### src/rtl/wlp_pkg.sv
package wlp_pkg;
  localparam int unsigned MODE_W = 2;
  typedef logic [MODE_W-1:0] wave_mode_t;
  localparam wave_mode_t MODE_VOLT_WAVE = 2'b11;
endpackage

### src/rtl/wlp_iir.sv
module wlp_iir #(
  parameter int unsigned DATA_W    = 16,
  parameter int unsigned FRAC_W    = 8,
  parameter int unsigned SHIFT     = 5,
  parameter bit          ROUND_OUT = 1'b1
) (
  input  logic                     clk,
  input  logic                     rst,
  input  logic                     smp_valid,
  input  logic signed [DATA_W-1:0] smp_data,
  output logic signed [DATA_W-1:0] filt_next
);
  localparam int unsigned ACC_W = DATA_W + FRAC_W;
  localparam int unsigned DIF_W = ACC_W + 1;

  logic signed [ACC_W-1:0] acc_q;
  logic signed [ACC_W-1:0] acc_d;
  logic signed [DIF_W-1:0] target;
  logic signed [DIF_W-1:0] diff;
  logic signed [DIF_W-1:0] step;
  logic signed [DIF_W-1:0] sum;

  always_comb begin
    target = {smp_data[DATA_W-1], smp_data, {FRAC_W{1'b0}}};
    diff   = target - {acc_q[ACC_W-1], acc_q};
    step   = diff >>> SHIFT;
    sum    = {acc_q[ACC_W-1], acc_q} + step;
    acc_d  = ACC_W'(sum);
  end

  // Output quantisation variant chosen by parameter
  generate
    if (ROUND_OUT) begin : g_round
      logic signed [DIF_W-1:0] rnd;
      always_comb begin
        rnd       = {acc_d[ACC_W-1], acc_d} + DIF_W'(1 << (FRAC_W - 1));
        filt_next = DATA_W'(rnd >>> FRAC_W);
      end
    end else begin : g_trunc
      always_comb filt_next = DATA_W'(acc_d >>> FRAC_W);
    end
  endgenerate

  always_ff @(posedge clk) begin
    if (rst)            acc_q <= '0;
    else if (smp_valid) acc_q <= acc_d;
  end
endmodule

### src/rtl/wlp_out_stage.sv
module wlp_out_stage #(
  parameter int unsigned IN_W  = 16,
  parameter int unsigned OUT_W = 24
) (
  input  logic                   clk,
  input  logic                   rst,
  input  logic                   load,
  input  logic signed [IN_W-1:0] din,
  output logic                   wave_valid,
  output logic [OUT_W-1:0]       wave_data
);
  localparam int unsigned EXT_W = OUT_W - IN_W;

  always_ff @(posedge clk) begin
    if (rst) begin
      wave_valid <= 1'b0;
      wave_data  <= '0;
    end else begin
      wave_valid <= load;
      if (load) wave_data <= {{EXT_W{din[IN_W-1]}}, din};
    end
  end
endmodule

### src/rtl/wave_lpf_path.sv
module wave_lpf_path
  import wlp_pkg::*;
#(
  parameter int unsigned DATA_W = 16,
  parameter int unsigned OUT_W  = 24,
  parameter int unsigned FRAC_W = 8,
  parameter int unsigned SHIFT  = 5
) (
  input  logic              clk,
  input  logic              rst,
  input  logic              smp_valid,
  input  logic [DATA_W-1:0] smp_data,
  input  logic [MODE_W-1:0] mode_sel,
  input  logic              wave_en,
  output logic              wave_valid,
  output logic [OUT_W-1:0]  wave_data
);
  logic                     chan_sel;
  logic                     load;
  logic signed [DATA_W-1:0] filt_next;

  assign chan_sel = (mode_sel == MODE_VOLT_WAVE) && wave_en;
  assign load     = smp_valid && chan_sel;

  wlp_iir #(
    .DATA_W(DATA_W), .FRAC_W(FRAC_W), .SHIFT(SHIFT), .ROUND_OUT(1'b1)
  ) u_iir (
    .clk(clk), .rst(rst), .smp_valid(smp_valid),
    .smp_data(signed'(smp_data)), .filt_next(filt_next)
  );

  wlp_out_stage #(.IN_W(DATA_W), .OUT_W(OUT_W)) u_out (
    .clk(clk), .rst(rst), .load(load), .din(filt_next),
    .wave_valid(wave_valid), .wave_data(wave_data)
  );
endmodule

### config.mk
export PLATFORM = sky130hd
export DESIGN_NAME = wave_lpf_path
export DESIGN_NICKNAME = d
export VERILOG_FILES = /design/src/rtl/wlp_pkg.sv /design/src/rtl/wlp_iir.sv /design/src/rtl/wlp_out_stage.sv /design/src/rtl/wave_lpf_path.sv
export SDC_FILE = /design/constraint.sdc
export NUM_CORES = 1
export LEC_CHECK = 0
export ABC_AREA = 1
export CAP_MARGIN = 20
export CORE_ASPECT_RATIO = 0.75
export CORE_MARGIN = 1
export CORE_UTILIZATION = 30
export CTS_CLUSTER_SIZE = 10
export DETAILED_ROUTE_END_ITERATION = 12
export PLACE_DENSITY = 0.5
export SYNTH_ARGS = -nofsm -noshare
export SYNTH_HDL_FRONTEND = slang
export SYNTH_SLANG_ARGS = --single-unit
### constraint.sdc
create_clock -name clk -period 6.77 [get_ports clk]
set_clock_uncertainty 0.05 [all_clocks]
set_input_delay 1.6925 -clock clk [delete_from_list [all_inputs] [get_ports clk]]
set_output_delay 1.6925 -clock clk [all_outputs]
set_load 0.01 [all_outputs]
# After elaboration in Yosys (flattened, before gate mapping)
# Cells that the tools add are included.
[classes]
add_sub_neg = 3
eq_ne = 1
reduce_logical = 2
[ops]
columns = ["op", "n"]
rows = [
  ["subtractor 24 x 24 -> 25 bit", 1],
  ["adder 24 x 20 -> 24 bit", 1],
  ["adder 24 x 9 -> 24 bit (second input constant)", 1],
  ["== test 2 bit (second input constant)", 1],
  ["logical AND 1 bit", 2],
]
[totals]
wordCells = 9
reg_bits = 41

# Logic depth before layout (Yosys ltp)
[logic_depth]
word_depth = 3
ltp_mapped = 32

# Cells and area by module
# From an unflattened synthesis, not the netlist that was laid out.
[hier_totals]
hier_cells = 784
hier_area_um2 = 4969.8
[by_module_without_submodules]
columns = ["mod", "instances", "area_each_um2", "cells_each"]
rows = [
  ["wlp_iir", 1, 4131.5, 668],
  ["wlp_out_stage", 1, 827.0, 113],
  ["wave_lpf_path", 1, 11.3, 3],
]

# Worst setup path after synthesis
# OpenSTA, ideal clock, no wires.
[synth_timing]
path_kind = "input to register"
start = "input smp_data[0]"
end = "register u_out.wave_data[14]"
setup_time_ns = 0.109
t_required_ns = 6.611
arrival_time_ns = 4.775
path_buffers = 0
setup_slack_ns = 1.836
path_stages = 29
cell_sequence = "ha_1 > inv_1 > nor2_1 > nand2_1 > o21ai_1 > nand2_1 > nand2_1 > a21oi_1 > o21ai_1 > nand3_1 > nand2_1 > nand3_1 > nand2_1 > xor2_1 > ha_1 > a21o_1 > a21o_1 > nand3_1 > nand3_1 > a21oi_1 > nand3_1 > nand2_1 > nand2_1 > nor2_1 > nand3_1 > nand2_1 > nand3_1 > nand2_1 > inv_1"
[synth_via]
elab_chain_len = 3
[synth_rtl]
columns = ["element", "line", "text"]
rows = [
  ["start, declared", "wave_lpf_path.sv:12", "input logic [DATA_W-1:0] smp_data,"],
  ["subtractor 24 x 24 -> 25 bit", "wlp_iir.sv:25", "diff = target - {acc_q[ACC_W-1], acc_q};"],
  ["adder 24 x 20 -> 24 bit", "wlp_iir.sv:27", "sum = {acc_q[ACC_W-1], acc_q} + step;"],
  ["adder 24 x 9 -> 24 bit", "wlp_iir.sv:36", "rnd = {acc_d[ACC_W-1], acc_d} + DIF_W'(1 << (FRAC_W - 1));"],
  ["end signal, assigned", "wlp_out_stage.sv:20", "if (load) wave_data <= {{EXT_W{din[IN_W-1]}}, din};"],
  ["end, declared", "wlp_out_stage.sv:10", "output logic [OUT_W-1:0] wave_data"],
]
# No other way between the ends.
# A chain may end at the register's enable or synchronous reset.

# Final worst setup path
[layout_timing]
start = "input smp_data[0]"
end = "register, netlist name u_out.wave_data[15]"
[layout_via]
elab_chain_len = 3
[layout_rtl]
columns = ["element", "line"]
rows = [
  ["subtractor 24 x 24 -> 25 bit", "wlp_iir.sv:25"],
  ["adder 24 x 20 -> 24 bit", "wlp_iir.sv:27"],
  ["adder 24 x 9 -> 24 bit", "wlp_iir.sv:36"],
]
# No other way between the ends.

==> results.sh <==
export IMPL_antennaDiodeCount=0
export IMPL_core_area_um2=14500
export IMPL_syn_area_um2=4460
export IMPL_totalWireLength_um=14100
export IMPL_cp_arrival_ns=6.18
export IMPL_cts_inserted_buffers=5
export IMPL_hold_class="flip-flop to flip-flop"
export IMPL_synth_area_top_cells="dfxtp_1 (18%), nand2_1 (12%), ha_1 (11%), inv_1 (10%), a21oi_1 (6.5%)"
export IMPL_path_depth=31
export IMPL_cp_common_cell="nand2_1"
export IMPL_slew_headroom=0.391
export IMPL_grt_pass1_wl_um=22700
export IMPL_via_per_inst=4.74
export IMPL_setup_worst_path_end="u_out.wave_data[15]"
export IMPL_grt_usage=0.195
export IMPL_synth_edff_count=0
export IMPL_cts_buffer_depth=2
export IMPL_critPathBufInv=4
export IMPL_io_buffers=46
export IMPL_boundaryPins=47
export IMPL_utilization=0.363
export IMPL_cts_root_buf="clkbuf_16"
export IMPL_fin_crit_ns=6.02
export IMPL_finalHoldViolations=0
export IMPL_worstPathMaxFanout=5
export IMPL_setup_viol=0
export IMPL_clk_pin_slew_worst_paths_ns=0.07
export IMPL_final_nets=810
export IMPL_timing_rr_end="u_out.wave_data[15]"
export IMPL_synth_top_area_share=0.184
export IMPL_synth_distinct_cells=38
export IMPL_drive_above_1_share=0.0869
export IMPL_antenna_found_initial=0
export IMPL_place_area_um2=5120
export IMPL_worstReg2RegStart="u_iir.acc_q[8]"
export IMPL_ff2ff_setup_slack_ns=2.15
export IMPL_area_growth_pct=18.1
export IMPL_tritoncts="built"
export IMPL_critPathLaunch="smp_data[0]"
export IMPL_stdcell_area_um2=5270
export IMPL_vias=4494
export IMPL_worst_setup_path_start_kind="input pin"
export IMPL_grt_pass1_vias=4288
export IMPL_wl_per_cell_um=14.8
export IMPL_die_area_um2=15400
export IMPL_drv_slew=0
export IMPL_async_flop_share=0
export IMPL_synth_flop_cell="dfxtp_1"
export IMPL_crit_family="simple AND/OR/NAND/NOR gates"
export IMPL_first_iter_violations=247
export IMPL_worstMarginPinSlew_ns=0.910
export IMPL_crit_type="input pin to flip-flop"
export IMPL_status="finished, final reports clean"
export IMPL_max_stage_delay_ns=0.44
export IMPL_rsz0062_at_grt="no"
export IMPL_synth_top_area_cell="dfxtp_1"
export IMPL_reg2reg_depth=31
export IMPL_rows=38
export IMPL_syn_area_per_cell_um2=6.30
export IMPL_die_h_um=108
export IMPL_drtAntennaViolNets=0
export IMPL_end_kind="flip-flop"
export IMPL_hold_buffers=0
export IMPL_whs_path_depth=2
export IMPL_die_w_um=143
export IMPL_htreeDepth=2
export IMPL_syn_nets=771
export IMPL_hpwlAfterDp_um=11500
export IMPL_grt_max_degree=27
export IMPL_drc=0
export IMPL_synthCells=708
export IMPL_setup_tns_ns=0
export IMPL_synth_seq_cells=41
export IMPL_dr_pass1_iters=6
export IMPL_cap_violations=0
export IMPL_initial_utilization=0.308
export IMPL_clock_sinks=41
export IMPL_yosysWarnings=0
export IMPL_critPathRequiredTime_ns=6.93
export IMPL_grt_overflow_total=0
export IMPL_synth_seq_area_share=0.184
export IMPL_post_cts_resize_count=0
export IMPL_crit_slowest_cell="a21oi_1"
export IMPL_fmax_mhz=166
export IMPL_post_cts_buffers=0
export IMPL_gp_congestion=0.885
export IMPL_period_share=0.889
export IMPL_clk_latency_ns=0.31
[synth_stat cells, types with 10 or more instances]
| cell | instances |
|---|---|
| nand2_1 | 138 |
| inv_1 | 123 |
| nor2_1 | 73 |
| a21oi_1 | 58 |
| o21ai_0 | 48 |
| dfxtp_1 | 41 |
| ha_1 | 40 |
| nand3_1 | 36 |
| xor2_1 | 21 |
| nand2_2 | 19 |
| nand4_1 | 10 |
[metrics by stage]
stage | cells | setup WS [ns] | hold WS [ns]
6_report | 948 | 0.753 | 0.446
3_3_place_gp | 939 | 0.618 | 0.438
5_1_grt | 948 | 0.395 | 0.476
3_5_place_dp | 940 | 0.596 | 0.433
2_1_floorplan | 708 | 1.84 | 0.427
4_1_cts | 948 | 0.909 | 0.453
[per-layer routing]
| metal | share of wire | vias to the layer above | track usage |
|---|---|---|---|
| met5 | 0 | - | 0 |
| met4 | 0.0081 | 0 | 0.0461 |
| li1 | - | 2341 | - |
| met2 | 0.39 | 112 | 0.279 |
| met1 | 0.55 | 2034 | 0.301 |
| met3 | 0.058 | 7 | 0.0240 |
[cells by family after synthesis]
logic type                 Yosys count  synth area share
xor gates and xnor gates            29            0.0612
adders and majority gates           41             0.117
and+or+nand+nor                    312             0.339
AOI/OAI and AO/OA                  137             0.168
buffers and inverters              148             0.132
DFF                                 41             0.184
[worst reg2reg max path, delay by kind of cell (launching register included)]
family          cells  cell delay [ns]
fa+ha+maj           2             0.67
xor+xnor            1             0.14
buf+inv             4             0.30
compound gates      3             0.75
simple gates       21             2.25
flops               1             0.35
[how the worst min path moves through the flow]
stage	startpoint	endpoint	slack, ns
finish	u_out.wave_data[0]	u_out.wave_data[0]	0.45
global route	u_out.wave_data[0]	u_out.wave_data[0]	0.48
CTS	u_out.wave_data[0]	u_out.wave_data[0]	0.45
detailed placement	u_out.wave_data[0]	u_out.wave_data[0]	0.43
global placement	u_out.wave_data[0]	u_out.wave_data[0]	0.44
floorplan	u_iir.acc_q[11]	u_iir.acc_q[11]	0.43
[layout make-up]
type,count,area (um^2)
Clock buffer,5,125
Inverter,130,488
Sequential cell,41,821
Multi-Input combinational cell,519,3050
Tap cell,200,250
Timing Repair Buffer,50,510
Clock inverter,3,21.3
Fill cell,1593,9230
[state kept, by name, summed over array words and instances (netlist names)]
name	cells
u_iir.acc_q	24
u_out.wave_data	16
u_out.wave_valid	1
[layout by cell type (no fill, tap or decap), types with 2 or more instances in the layout]
master	n
dfxtp_1	41
nand2_4	6
nand3_2	4
buf_4	3
o21ai_1	7
ha_1	40
o21ai_2	2
xnor2_1	7
nand3b_1	3
a21oi_1	58
o21ai_0	48
nor2_4	2
nor3_1	6
clkbuf_16	5
inv_2	5
clkdlybuf4s50_1	46
xor2_1	21
nor2_2	5
nand2_1	138
a31oi_1	4
nand4_1	10
inv_1	123
o211ai_1	2
clkinv_1	2
nor2_1	73
nor2_8	2
o21bai_1	5
a21o_1	9
nor3_2	2
nand3_4	4
nand2_2	19
nand3_1	36
Power is not shown: default switching activity piles up to over one toggle a cycle in this logic, so the estimate is an artifact.
